==> src/rtl/dsm2_pkg.sv <==
package dsm2_pkg;
  typedef struct packed {
    logic forceHigh;
    logic forceLow;
  } clipCtl_t;
endpackage

==> src/rtl/dsm2_sat_acc.sv <==
module dsm2_sat_acc #(
  parameter int Width = 24
) (
  input  logic                    clk,
  input  logic                    rstN,
  input  logic signed [Width-1:0] addA,
  input  logic signed [Width-1:0] subB,
  output logic signed [Width-1:0] acc
);
  localparam int SumW = Width + 2;
  localparam logic signed [SumW-1:0] MaxV = $signed({3'b000, {(Width-1){1'b1}}});
  localparam logic signed [SumW-1:0] MinV = $signed({3'b111, {(Width-1){1'b0}}});

  logic signed [SumW-1:0] sum;
  logic signed [Width-1:0] accNext;

  always_comb begin
    sum = $signed({{2{acc[Width-1]}}, acc}) + $signed({{2{addA[Width-1]}}, addA})
        - $signed({{2{subB[Width-1]}}, subB});
    if (sum > MaxV)      accNext = MaxV[Width-1:0];
    else if (sum < MinV) accNext = MinV[Width-1:0];
    else                 accNext = sum[Width-1:0];
  end

  always_ff @(posedge clk or negedge rstN) begin
    if (!rstN) acc <= '0;
    else       acc <= accNext;
  end

  AST_NO_WRAP_UP: assert property (@(posedge clk) disable iff (!rstN)
    ($past(rstN) && !$past(acc[Width-1]) && ($past(addA) >= $past(subB)) && $past(subB) >= 0)
      |-> !acc[Width-1]);
  AST_NO_WRAP_DOWN: assert property (@(posedge clk) disable iff (!rstN)
    ($past(rstN) && $past(acc[Width-1]) && ($past(addA) <= $past(subB)) && $past(addA) <= 0)
      |-> acc[Width-1]);
endmodule

==> src/rtl/dsm2_ctrl.sv <==
module dsm2_ctrl
  import dsm2_pkg::*;
#(
  parameter int InWidth   = 16,
  parameter int ClipLevel = 32767
) (
  input  logic signed [InWidth-1:0] sampleIn,
  output clipCtl_t                  ctl
);
  localparam logic signed [InWidth-1:0] ClipPos = InWidth'(ClipLevel);
  localparam logic signed [InWidth-1:0] ClipNeg = -ClipPos;

  always_comb begin
    ctl.forceHigh = (sampleIn >= ClipPos);
    ctl.forceLow  = (sampleIn <= ClipNeg);
  end
endmodule

==> src/rtl/dsm2_datapath.sv <==
module dsm2_datapath
  import dsm2_pkg::*;
#(
  parameter int InWidth  = 16,
  parameter int AccWidth = 24,
  parameter int FbMag    = 32768
) (
  input  logic                      clk,
  input  logic                      rstN,
  input  logic signed [InWidth-1:0] sampleIn,
  input  clipCtl_t                  ctl,
  output logic                      dataBit
);
  localparam int NumStages = 2;
  localparam logic signed [AccWidth-1:0] FbPos = AccWidth'(FbMag);
  localparam logic signed [AccWidth-1:0] FbNeg = -FbPos;

  logic signed [AccWidth-1:0] stageIn [NumStages];
  logic signed [AccWidth-1:0] integ   [NumStages];
  logic signed [AccWidth-1:0] fbVal;
  logic                       cmpBit;

  assign fbVal      = dataBit ? FbPos : FbNeg;
  assign stageIn[0] = {{(AccWidth-InWidth){sampleIn[InWidth-1]}}, sampleIn};

  for (genvar s = 0; s < NumStages; s++) begin : gStage
    if (s > 0) begin : gChain
      assign stageIn[s] = integ[s-1];
    end
    dsm2_sat_acc #(.Width(AccWidth)) uAcc (
      .clk  (clk),
      .rstN (rstN),
      .addA (stageIn[s]),
      .subB (fbVal),
      .acc  (integ[s])
    );
  end

  assign cmpBit = !integ[NumStages-1][AccWidth-1];

  always_ff @(negedge clk or negedge rstN) begin
    if (!rstN)              dataBit <= 1'b0;
    else if (ctl.forceHigh) dataBit <= 1'b1;
    else if (ctl.forceLow)  dataBit <= 1'b0;
    else                    dataBit <= cmpBit;
  end

  AST_RESET_CLEAR: assert property (@(posedge clk)
    !rstN |-> (!dataBit && integ[0] == 0 && integ[NumStages-1] == 0));
  AST_CLIP_HIGH: assert property (@(posedge clk) disable iff (!rstN)
    ($past(rstN) && ctl.forceHigh && $past(ctl.forceHigh)) |-> dataBit);
  AST_CLIP_LOW: assert property (@(posedge clk) disable iff (!rstN)
    ($past(rstN) && ctl.forceLow && $past(ctl.forceLow)) |-> !dataBit);
endmodule

==> src/rtl/dsm2_modulator.sv <==
module dsm2_modulator
  import dsm2_pkg::*;
#(
  parameter int InWidth   = 16,
  parameter int AccWidth  = 24,
  parameter int FbMag     = 32768,
  parameter int ClipLevel = 32767
) (
  input  logic                      clk,
  input  logic                      rstN,
  input  logic signed [InWidth-1:0] sampleIn,
  output logic                      dataOut
);
  clipCtl_t ctl;

  dsm2_ctrl #(.InWidth(InWidth), .ClipLevel(ClipLevel)) uCtrl (
    .sampleIn (sampleIn),
    .ctl      (ctl)
  );

  dsm2_datapath #(.InWidth(InWidth), .AccWidth(AccWidth), .FbMag(FbMag)) uPath (
    .clk      (clk),
    .rstN     (rstN),
    .sampleIn (sampleIn),
    .ctl      (ctl),
    .dataBit  (dataOut)
  );
endmodule

==> config.mk <==
export PLATFORM = sky130hd
export DESIGN_NAME = dsm2_modulator
export DESIGN_NICKNAME = d
export VERILOG_FILES = /design/src/rtl/dsm2_pkg.sv /design/src/rtl/dsm2_sat_acc.sv /design/src/rtl/dsm2_ctrl.sv /design/src/rtl/dsm2_datapath.sv /design/src/rtl/dsm2_modulator.sv
export SDC_FILE = /design/constraint.sdc
export NUM_CORES = 1
export LEC_CHECK = 0
export BUFFER_PORTS_ARGS = -buffer_cell sky130_fd_sc_hd__buf_2
export CORE_MARGIN = 3
export CORE_UTILIZATION = 58
export DETAILED_ROUTE_END_ITERATION = 10
export GPL_ROUTABILITY_DRIVEN = 0
export PLACE_DENSITY = 0.84
export SLEW_MARGIN = 20
export SYNTH_ARGS = -nofsm -noshare
export SYNTH_HDL_FRONTEND = slang
export SYNTH_SLANG_ARGS = --single-unit
==> constraint.sdc <==
create_clock -name clk -period 4.02 [get_ports clk]
set_input_delay 0.804 -clock clk [delete_from_list [all_inputs] [get_ports clk]]
set_output_delay 0.804 -clock clk [all_outputs]
set_load 0.1 [all_outputs]
==> results.json <==
{
  "status": "finished, violations left",
  "clock_skew_ns": 0.00859,
  "first_pass_iters": 5,
  "syn_area_um2": 5250,
  "die-width_um": 101,
  "wl_per_cell_um": 18.1,
  "initial_core_util_pct": 59.9,
  "grt_pass1_vias": 4824,
  "synth.largest_area_cell": "dfrtp_1",
  "hold_violations": 0,
  "remaining_drc_errors": 0,
  "grt_max_degree": 49,
  "ys_async_sr_fraction_pct": 100,
  "cts_buffers": 5,
  "seq_area_frac_synth_pct": 23.4,
  "area_growth_pct": 22.9,
  "critPathCaptureType": "register",
  "path_cells": "buf_6 > fa_1 > ha_4 > a21oi_2 > o21ai_2 > nand3_1 > a21boi_0 > o21a_1 > a311oi_2 > xnor2_2 > buf_4 > a21oi_4 > buf_12 > o41ai_2",
  "grtUsageTotal_pct": 27.5,
  "postSynthAreaPerCell_um2": 8.81,
  "vias": 4848,
  "reg2regPathDepth": 14,
  "crit_fanout": 23,
  "die_h_um": 101,
  "row_count": 34,
  "clock_sinks": 49,
  "wirelength_um": 14500,
  "ant_nets": 0,
  "design.core.area_um2": 8760,
  "synth_area_leaders": "dfrtp_1 (23%), ha_1 (19%), inv_1 (8.4%)",
  "maxCapViolations": 0,
  "grt_setup_unrepaired": "yes",
  "ys.flop_type": "dfrtp_1",
  "ys.warnings.count": 0,
  "worst_path_max_delay_cell": "dfrtn_1",
  "dp_slack_ns": -1.20,
  "grt_first_pass_wirelength_um": 22600,
  "cpPeakStageDelay_ns": 0.49,
  "fin_ws_ns": -1.21,
  "syn_inst": 596,
  "via_per_inst": 6.03,
  "dp_hpwl_um": 10700,
  "antenna_cells": 0,
  "cts_tree": "yes",
  "whs_ns": 0.634,
  "synth_edf_count": 0,
  "required_ns": 4.23,
  "holdCritPathClass": "in -> async",
  "critPathLaunchType": "register",
  "synth_nets": 710,
  "io_buffer_count": 18,
  "worstSetupPathType": "reg -> reg",
  "overflow": 0,
  "synth_cell_types": 68,
  "io_pins": 19,
  "path_clk_slew_ns": 0.10,
  "ys_ff_latch": 49,
  "drv_slew": 0,
  "clk_latency_ns": 0.31,
  "worstMarginPinSlew_ns": 0.638,
  "violations": "setup timing",
  "htreeDepth": 2,
  "maxSlewHeadroom_pct": 57.5,
  "cts-root-buf": "clkbuf_8",
  "drt_iter0_drc": 410,
  "hold_buffers": 0,
  "layout-drive-gt1-share_pct": 26.7,
  "setup_violations": 49,
  "worstPathArrival_ns": 5.45,
  "clock_path_buffers": 2,
  "num-nets-final": 809,
  "antenna_found_initial": 0,
  "dieArea_um2": 10200,
  "netlist.area_leader.share_pct": 22.9
}
-- final cells by class --
| class | count | area [um2] |
|---|---|---|
| Clock buffer | 5 | 68.8 |
| Clock inverter | 3 | 22.5 |
| Fill cell | 545 | 2310 |
| Inverter | 117 | 439 |
| Multi-Input combinational cell | 416 | 3690 |
| Sequential cell | 49 | 1230 |
| Tap cell | 108 | 135 |
| Timing Repair Buffer | 106 | 877 |
-- flip-flops by register name, summed over array words and instances (netlist names) --
signal                 flops
uPath.dataBit              1
uPath.gStage.uAcc.acc     48
-- stage by stage --
| stage | util, % | TNS (ns) | instance area [um2] | instances |
|---|---|---|---|---|
| 6_report | 73.7 | -55.35 | 6450 | 804 |
| 3_3_place_gp | 69.8 | -50.49 | 6110 | 787 |
| 2_1_floorplan | - | -103.92 | 5360 | 596 |
| 4_1_cts | 71.6 | -53.33 | 6280 | 797 |
| 5_1_grt | 73.7 | -62.61 | 6450 | 804 |
| 3_5_place_dp | 69.8 | -53.71 | 6110 | 787 |
-- synth_stat cells, types with 4 or more instances --
master	instances
inv_1	117
ha_1	80
dfrtp_1	48
a21oi_1	45
o21ai_0	43
nand2_1	29
xnor2_1	22
xor2_1	22
fa_1	16
nor2_1	16
a21o_1	14
o21ai_2	12
a21oi_2	9
a31oi_1	8
nand3_1	8
nand4_1	7
o21ai_1	7
nand2b_1	5
nor2b_1	5
o21a_1	5
buf_6	4
clkbuf_1	4
nor3_1	4
nor4_1	4
-- critical path, delay by kind of cell, from the launching register on --
family | cells | cell delay, ns
flip-flops | 1 | 0.49
buffers and inverters | 3 | 0.46
XOR/XNOR | 1 | 0.16
adder cells (fa/ha/maj) | 2 | 0.74
AND/OR/NAND/NOR | 1 | 0.11
AO/OA/AOI/OAI | 7 | 1.16
-- what timing repair did --
item	in CTS	in global routing
setup buffers	2	5
gates resized for setup	9	24
endpoints found under the setup margin	49	49
gates cloned	0	3
pin swaps	4	10
-- cells by family (layout without fill, tap and decap cells) --
group                      count (synthesis)  after routing  share of synthesized area [%]
buffers and inverters                    131            231                           10.1
and+or+nand+nor                           93             93                           9.32
xor gates and xnor gates                  44             44                           7.34
adders and majority gates                 96             96                           25.2
AOI/OAI and AO/OA                        183            183                           24.7
DFF                                       49             49                           23.3
-- cells in the final DEF (no fill, tap or decap), drive strengths merged, types with 3 or more instances in the layout --
cell and instances:
o31a 3, a21oi 54, buf 104, nand2b 6, nand3b 3, nand4 7
o21a 7, xor2 22, ha 80, and2 3, a31oi 9, nor2 16
xnor2 22, nor3 4, a21o 16, nor2b 6, nor4 4, nand2 29
nand3 8, o21ai 62, fa 16, dfrtp 48, inv 117, a211oi 4
clkinv 3, o41ai 4, clkbuf 7, o2111ai 3
-- path summary, 6_finish.rpt --
path / start / end / slack (ns)
max in group asynchronous: rstN / uPath.dataBit / 1.72
hold reg to reg: uPath.gStage[0].uAcc.acc[0] / uPath.gStage[0].uAcc.acc[0] / 0.68
setup / recovery: uPath.dataBit / uPath.gStage[1].uAcc.acc[22] / -1.21
setup reg to reg: uPath.dataBit / uPath.gStage[1].uAcc.acc[22] / -1.21
min in group clk: uPath.gStage[0].uAcc.acc[0] / uPath.gStage[0].uAcc.acc[0] / 0.68
hold / removal: rstN / uPath.gStage[1].uAcc.acc[19] / 0.63
-- layer usage --
layer	vias to the layer above	part of all wire, %	GRT usage [%]
met5	-	0	0
met4	0	3.8	10.6
met3	60	5.1	2.69
met2	220	52	49.3
met1	2321	39	34.0
li1	2247	-	-
Power is left out: the tool's default activity adds up to more than one toggle a clock period on the data nets, which glitch-free logic cannot reach.
